### src/rtl/lsu_lane_steer.sv
module lsu_lane_steer #(
  parameter int OFS_W = 16
) (
  input  logic             clk,
  input  logic             rst_n,
  input  logic             req_valid,
  input  logic             req_store,
  input  logic [2:0]       req_kind,
  input  logic [31:0]      base_addr,
  input  logic [OFS_W-1:0] offset,
  input  logic [31:0]      store_data,
  output logic             mem_req,
  output logic             mem_we,
  output logic [31:0]      mem_addr,
  output logic [3:0]       mem_be,
  output logic [31:0]      mem_wdata,
  input  logic [31:0]      mem_rdata,
  output logic             load_valid,
  output logic [31:0]      load_result,
  output logic             align_err
);
  localparam logic [2:0] K_HS = 3'd1, K_HU = 3'd2, K_BS = 3'd3, K_BU = 3'd4;

  logic [31:0] eff_addr;
  logic [1:0]  lo;
  logic        is_half, is_byte, is_word, misal, issue;
  logic [3:0]  lane_mask;
  logic [31:0] steer_data;

  assign eff_addr = base_addr + {{(32-OFS_W){offset[OFS_W-1]}}, offset};
  assign lo       = eff_addr[1:0];
  assign is_half  = (req_kind == K_HS) || (req_kind == K_HU);
  assign is_byte  = (req_kind == K_BS) || (req_kind == K_BU);
  assign is_word  = !is_half && !is_byte;

  assign misal = req_valid && ((is_word && (lo != 2'b00)) || (is_half && lo[0]));
  assign issue = req_valid && !misal;

  always_comb begin
    if (is_byte) begin
      lane_mask  = 4'b1000 >> lo;
      steer_data = {store_data[7:0], 24'h0} >> {lo, 3'b000};
    end else if (is_half) begin
      lane_mask  = lo[1] ? 4'b0011 : 4'b1100;
      steer_data = lo[1] ? {16'h0, store_data[15:0]} : {store_data[15:0], 16'h0};
    end else begin
      lane_mask  = 4'b1111;
      steer_data = store_data;
    end
  end

  assign mem_req   = issue;
  assign mem_we    = issue && req_store;
  assign mem_addr  = {eff_addr[31:2], 2'b00};
  assign mem_be    = issue ? lane_mask : 4'b0000;
  assign mem_wdata = (issue && req_store) ? steer_data : 32'h0;
  assign align_err = misal;

  logic       ld_pend;
  logic [2:0] ld_kind;
  logic [1:0] ld_lo;

  always_ff @(posedge clk or negedge rst_n) begin
    if (!rst_n) begin
      ld_pend <= 1'b0;
      ld_kind <= 3'd0;
      ld_lo   <= 2'b00;
    end else begin
      ld_pend <= issue && !req_store;
      if (issue && !req_store) begin
        ld_kind <= req_kind;
        ld_lo   <= lo;
      end
    end
  end

  logic [31:0] byte_shift;
  logic [7:0]  sel_byte;
  logic [15:0] sel_half;

  assign byte_shift = mem_rdata >> {~ld_lo, 3'b000};
  assign sel_byte   = byte_shift[7:0];
  assign sel_half   = ld_lo[1] ? mem_rdata[15:0] : mem_rdata[31:16];

  always_comb begin
    case (ld_kind)
      K_HS:    load_result = {{16{sel_half[15]}}, sel_half};
      K_HU:    load_result = {16'h0, sel_half};
      K_BS:    load_result = {{24{sel_byte[7]}}, sel_byte};
      K_BU:    load_result = {24'h0, sel_byte};
      default: load_result = mem_rdata;
    endcase
  end

  assign load_valid = ld_pend;
endmodule

### config.mk
export PLATFORM = sky130hd
export DESIGN_NAME = lsu_lane_steer
export DESIGN_NICKNAME = d
export VERILOG_FILES = /design/src/rtl/lsu_lane_steer.sv
export SDC_FILE = /design/constraint.sdc
export NUM_CORES = 1
export LEC_CHECK = 0
export ABC_AREA = 0
export BUFFER_PORTS_ARGS = -buffer_cell sky130_fd_sc_hd__buf_2
export CAP_MARGIN = 20
export CELL_PAD_IN_SITES_DETAIL_PLACEMENT = 0
export CELL_PAD_IN_SITES_GLOBAL_PLACEMENT = 2
export CORE_ASPECT_RATIO = 1.4
export CORE_MARGIN = 3
export CORE_UTILIZATION = 22
export DETAILED_ROUTE_END_ITERATION = 16
export GPL_TIMING_DRIVEN = 0
export PLACE_DENSITY = 0.87
export SETUP_SLACK_MARGIN = 0.05
export SLEW_MARGIN = 40
export SYNTH_ARGS = -nofsm -noshare
export SYNTH_HDL_FRONTEND = slang
export SYNTH_SLANG_ARGS = --single-unit
### constraint.sdc
create_clock -name clk -period 3.9 [get_ports clk]
set_input_delay 0.585 -clock clk [delete_from_list [all_inputs] [get_ports clk]]
set_output_delay 0.585 -clock clk [all_outputs]
set_load 0.02 [all_outputs]
# --- Yosys cells after proc, flatten, opt, wreduce, memory -nomap -nowiden ---
# Cells that the tools add are included.
word_totals:
  wordCells: 41
  out_inout_bits: 104
  mem_count: 0
  latchBits: 0
  regBits: 6
  ramBits: 0
  romBits: 0
  inputBits: 119
op_classes:
  mux: 10
  n_addsub: 1
  div: 0
  n_reduce_logical: 15
  eq_ne: 8
  n_mul: 0
  n_shift: 3
  order_cmp: 0
  n_bitwise: 1
ops:
  columns: ["operator", "n"]
  rows:
  - ["32-bit two-way mux", 4]
  - ["32-bit one-hot mux with 4 select lines", 1]
  - ["32-bit adder", 1]
  - ["32-bit by 5-bit >> shifter with 32-bit output", 1]
  - ["32-bit by 5-bit >> shifter with 8-bit output", 1]
  - ["16-bit two-way mux", 1]
  - ["4-bit two-way mux", 4]
  - ["3-bit by 2-bit == test with 1-bit output (second input constant)", 4]
  - ["1-bit logical AND", 7]
  - ["3-bit by 1-bit == test with 1-bit output (second input constant)", 2]
  - ["3-bit == test (second input constant)", 2]
  - ["1-bit logical NOT", 4]
  - ["4-bit by 2-bit >> shifter with 4-bit output (first input constant)", 1]
  - ["1-bit logical OR", 3]
  - ["2-bit NOT", 1]
  - ["2-bit nonzero test", 1]

# --- Depth between registers and ports, before layout ---
logic_depth:
  depth_word: 11
  depth_mapped: 10
  ltp_nobuf: 9

# --- Least setup slack after synthesis ---
# OpenSTA, ideal clock, no wires.
synth_path:
  kind: "input -> output"
  start: "in offset[0]"
  end: "out mem_wdata[12]"
  required_time_ns: 3.315
  arrival_ns: 2.681
  cell_stages: 8
  path_slack_ns: 0.634
  path_buffers: 1
  path_cell_list: "ha_1 -> fa_1 -> o221a_2 -> nand2b_1 -> inv_1 -> nand2_1 -> clkbuf_1 -> nor2_1"
synth_via:
  elab_chain_cells: 9
  elab_cells_between_ends: 14
  cone_classes: "add/sub: 1; shift: 1; mux: 4; reduce/logical: 8"
synth_lines:
  columns: ["item", "line", "text"]
  rows:
  - ["from (decl)", "10", "input logic [OFS_W-1:0] offset,"]
  - ["32-bit adder", "30", "assign eff_addr = base_addr + {{(32-OFS_W){offset[OFS_W-1]}}, offset};"]
  - ["via eff_addr[1]", "24", "logic [31:0] eff_addr;"]
  - ["2-bit nonzero test", "36", "assign misal = req_valid && ((is_word && (lo != 2'b00)) || (is_half && lo[0]));"]
  - ["1-bit logical AND", "36", null]
  - ["1-bit logical OR", "36", null]
  - ["1-bit logical AND", "36", null]
  - ["1-bit logical NOT", "37", "assign issue = req_valid && !misal;"]
  - ["1-bit logical AND", "37", null]
  - ["via mem_req", "12", "output logic mem_req,"]
  - ["1-bit logical AND", "56", "assign mem_wdata = (issue && req_store) ? steer_data : 32'h0;"]
  - ["32-bit two-way mux", "56", null]
  - ["to (decl)", "16", "output logic [31:0] mem_wdata,"]
# The timed path passes the listed nets, and every way through them passes these cells.

# --- Final worst setup path ---
layout_path:
  start: "in offset[15]"
  end: "out mem_addr[29]"
layout_via:
  elab_chain_cells: 1
layout_lines:
  columns: ["item", "line", "text"]
  rows:
  - ["32-bit adder", "30", null]
  - ["to (decl)", "14", "output logic [31:0] mem_addr,"]
# Every way passes these cells.

==> impl_metrics.csv <==
group,metric,value,unit
placed_design,gp_congestion,0.864,
sta,timing.final.hold_violations,0,
floorplan,fp.dieH,157,um
critical_path,timing.rr.start,"ld_lo[1]",
synth,top_ff_cell_synth,"sky130_fd_sc_hd__dfrtp_1",
floorplan,die_w,114,um
routing,wl,15100,um
synth,ys.warnings.count,0,
floorplan,floorplan.initialDensity,22.7,%
global_route,globalRouteOverflowTotal,0,
clock_network,cts.clk_slew.worst_paths,0.03,ns
critical_path,worstPathRequired,3.31,ns
finish,post_route_cells_drive_above_1_share,38.7,%
synth,async_reset_ff_share,100,%
sta,timing.final.ws_setup,0.174,ns
routing,routed-via-count,4642,
global_route,largest_net_degree_at_the_start_of_global_routing,18,
sta,fin_crit_sh,95.5,%
power_and_ir_drop,comb_power_share,86.8,%
clock_network,tritoncts.num_buffers,3,
power_and_ir_drop,leakagePower,2.57,nW
critical_path,ff2ff_setup_slack,2.66,ns
sta,shortest_period_the_worst_path_allows,3.73,ns
placed_design,placement.io_buffers,220,
synth,synth_seq_cells,6,
run,cap_violations,0,
critical_path,cp_max_fo,17,
global_route,gr-usage-all-layers,15.3,%
finish,count_of_placed_standard_cells_in_the_final_layout_fillers_left_out,947,
finish,nets,904,
sta,hold_ws,0.177,ns
min_path,holdCritPathClass,"primary input to asynchronous set/reset pin",
placed_design,hpwl,12800,um
clock_network,resized_after_cts,0,
clock_network,post-cts-setup-buffer-count,0,
clock_network,clock_sink_count,6,
placed_design,total_cell_area_at_the_placement_stage,4940,um^2
synth,post-synth-top-area-cell,"sky130_fd_sc_hd__ha_1",
routing,detail-route-antenna-nets,0,
power_and_ir_drop,ir_worst_vdd,0.356,mV
critical_path,worstRegToRegCells,3,
synth,yosysTopAreaCellShare,10.8,%
floorplan,core_area,15800,um^2
placed_design,post-place-ws,0.0865,ns
critical_path,worstPathArrival,3.14,ns
global_route,grt_pass1_vias,4347,
sta,fin_skew,0,ns
clock_network,cts.path.max_buffers,2,
finish,finalInstanceArea,5040,um^2
synth,syn-mean-instance-area,6.82,um^2
power_and_ir_drop,power_per_cell_area,387,nW/um^2
power_and_ir_drop,clockPowerShare,8.4,%
critical_path,worst_r2r_endpoint,"ld_lo[1]",
power_and_ir_drop,switching_power,1.07,mW
routing,drt_pre_antenna_iters,4,
power_and_ir_drop,seqPwrFrac,4.7,%
synth,synth.yosys.seq_area_share,4.18,%
sta,slew_of_the_pin_with_the_lowest_slew_margin,0.870,ns
routing,drc,0,
synth,yosysUniqueCellTypes,65,
sta,slew-limit-headroom,41.5,%
sta,fmax,268,MHz
power_and_ir_drop,switching_share,54.8,%
power_and_ir_drop,intPower,0.879,mW
synth,synth_enable_flop_cells,0,
finish,synthToLayoutAreaGrowth,40.1,%
global_route,grt_antenna_before_repair,0,
clock_network,clock_network_latency_to_the_later_pin_of_the_worst_skew_pair,0.22,ns
finish,nFillCells,1820,
routing,post_drt_wl_per_cell,15.9,um
routing,initial_drt_markers,214,
synth,post_synth_inst_count,527,
critical_path,start_kind,"primary input",
clock_network,tritoncts,"done",
sta,unrepaired_setup_endpoints_after_global_routing,"true",
outcome,run_status,"finished, final reports clean",
clock_network,cts_root_buf,"sky130_fd_sc_hd__clkbuf_16",
sta,setup_viol_count_final,0,
synth,netlist_area,3590,um^2
finish,antenna-diode-count,0,
placed_design,placed_cells,944,
finish,layout.core_utilization,31.9,%
critical_path,worst-setup-path-type,"primary input to output pin",
floorplan,die_area,17900,um^2
clock_network,post_cts_hold_buffer_count,0,
clock_network,cts_htree_levels,1,
power_and_ir_drop,power.total,1.95,mW
floorplan,io_count,223,
sta,slew_violations,0,
global_route,first_pass_grt_wire_length,22600,um
sta,timing.setup.tns,0,ns
floorplan,rows,54,
critical_path,cp_endpoint_kind,"output pin",
routing,via_per_inst,4.90,
synth,largest_cells_by_area_after_synthesis,"sky130_fd_sc_hd__ha_1 11%, sky130_fd_sc_hd__buf_4 7.1%, sky130_fd_sc_hd__nor2_1 6.9%, sky130_fd_sc_hd__a21oi_1 6.5%, sky130_fd_sc_hd__nand2_1 5.2%",
## per-layer routing
layer,GRT usage (%),wire length (um),vias to the layer above
met1,18.5,5990,2092
met5,0,0,-
met2,29.5,7960,173
li1,-,-,2369
met3,1.85,1000,8
met4,1.53,102,0
## state kept, by name, indices dropped and copies added (netlist names)
signal      count
load_valid      1
ld_lo           2
ld_kind         3
## cells in the final DEF, fill, tap and decap left out, types with 6 or more instances in the layout
cell type	n
sky130_fd_sc_hd__a21oi_1	46
sky130_fd_sc_hd__xor2_1	14
sky130_fd_sc_hd__a211oi_1	6
sky130_fd_sc_hd__and2_1	13
sky130_fd_sc_hd__nand3b_1	10
sky130_fd_sc_hd__buf_2	222
sky130_fd_sc_hd__ha_1	31
sky130_fd_sc_hd__a22oi_1	24
sky130_fd_sc_hd__nand2_1	50
sky130_fd_sc_hd__xnor2_1	17
sky130_fd_sc_hd__o21ai_0	24
sky130_fd_sc_hd__a21o_1	21
sky130_fd_sc_hd__inv_1	11
sky130_fd_sc_hd__mux2_2	11
sky130_fd_sc_hd__a31oi_1	12
sky130_fd_sc_hd__buf_4	34
sky130_fd_sc_hd__nand4_1	8
sky130_fd_sc_hd__a221o_1	7
sky130_fd_sc_hd__nand2b_1	6
sky130_fd_sc_hd__clkbuf_1	19
sky130_fd_sc_hd__nand3_1	6
sky130_fd_sc_hd__dfrtp_1	6
sky130_fd_sc_hd__nor2_1	65
## power by group through the flow
stage               combinational (mW)  sequential [mW]  clock [mW]
global route                      1.83           0.0948       0.173
floorplan                         1.18           0.0901           0
global placement                  1.71           0.0928           0
finish                            1.69           0.0919       0.164
CTS                               1.70           0.0919       0.168
detailed placement                1.70           0.0925           0
## cell families (layout without fill, tap and decap cells)
group / Yosys count / count (layout) / share of synthesized area [%]
AND/OR/NAND/NOR: 188 / 188 / 25.9
AO/OA/AOI/OAI: 182 / 182 / 34.7
buffers and inverters: 70 / 293 / 11.0
adder cells (fa/ha/maj): 33 / 33 / 11.6
XOR/XNOR: 31 / 31 / 7.55
multiplexers: 16 / 16 / 4.84
flip-flops: 6 / 6 / 4.18
other: 1 / 2 / 0.104
## how the worst max path moves through the flow
stage / endpoint / slack, ns / cells after the start / startpoint
CTS: mem_addr[29] / 0.07 / 12 / offset[15]
global placement: mem_addr[29] / 0.08 / 12 / offset[15]
finish: mem_addr[29] / 0.17 / 12 / offset[15]
detailed placement: mem_addr[29] / 0.09 / 12 / offset[15]
global route: mem_addr[29] / -0.03 / 12 / offset[15]
floorplan: mem_wdata[12] / 0.63 / 8 / offset[0]
## worst max-delay path: stages
cell and delay (ns):
sky130_fd_sc_hd__clkbuf_4 0.22, sky130_fd_sc_hd__ha_1 0.32, sky130_fd_sc_hd__clkbuf_1 0.29, sky130_fd_sc_hd__nand4_1 0.31, sky130_fd_sc_hd__nor4_2 0.34, sky130_fd_sc_hd__nand2_1 0.08, sky130_fd_sc_hd__nor2_1 0.10, sky130_fd_sc_hd__a22oi_1 0.15
sky130_fd_sc_hd__nand3_1 0.12, sky130_fd_sc_hd__nor4b_1 0.30, sky130_fd_sc_hd__buf_4 0.17, sky130_fd_sc_hd__buf_2 0.15
## synthesized netlist by cell type, drive strengths merged, types with 2 or more instances
cell    instances
nor2           66
nand2          50
a21oi          49
buf            38
ha             31
o21ai          30
a22oi          24
a21o           21
clkbuf         21
xnor2          17
xor2           14
a31oi          13
and2           13
inv            11
mux2           11
nand3b         10
nand4           8
a211oi          7
a221o           7
and3            6
dfrtp           6
nand2b          6
nand3           6
mux2i           5
nor3            5
nor4b           5
o211ai          5
nor2b           4
o21a            4
nor4            3
a21boi          2
a222oi          2
nor3b           2
o21bai          2
o221a           2
o31a            2
o31ai           2
o41ai           2
## cell type report
type                       count  area, um^2  area share, %
buffer                        59         355           7.05
clock buffer                   3        75.1           1.49
sequential                     6         150           2.98
tap                          196         245           4.87
timing repair buffer         220        1100           21.9
multi-input combinational    452        3070           60.9
inverter                      11        41.3          0.820
Power figures use the tool's default switching activity.
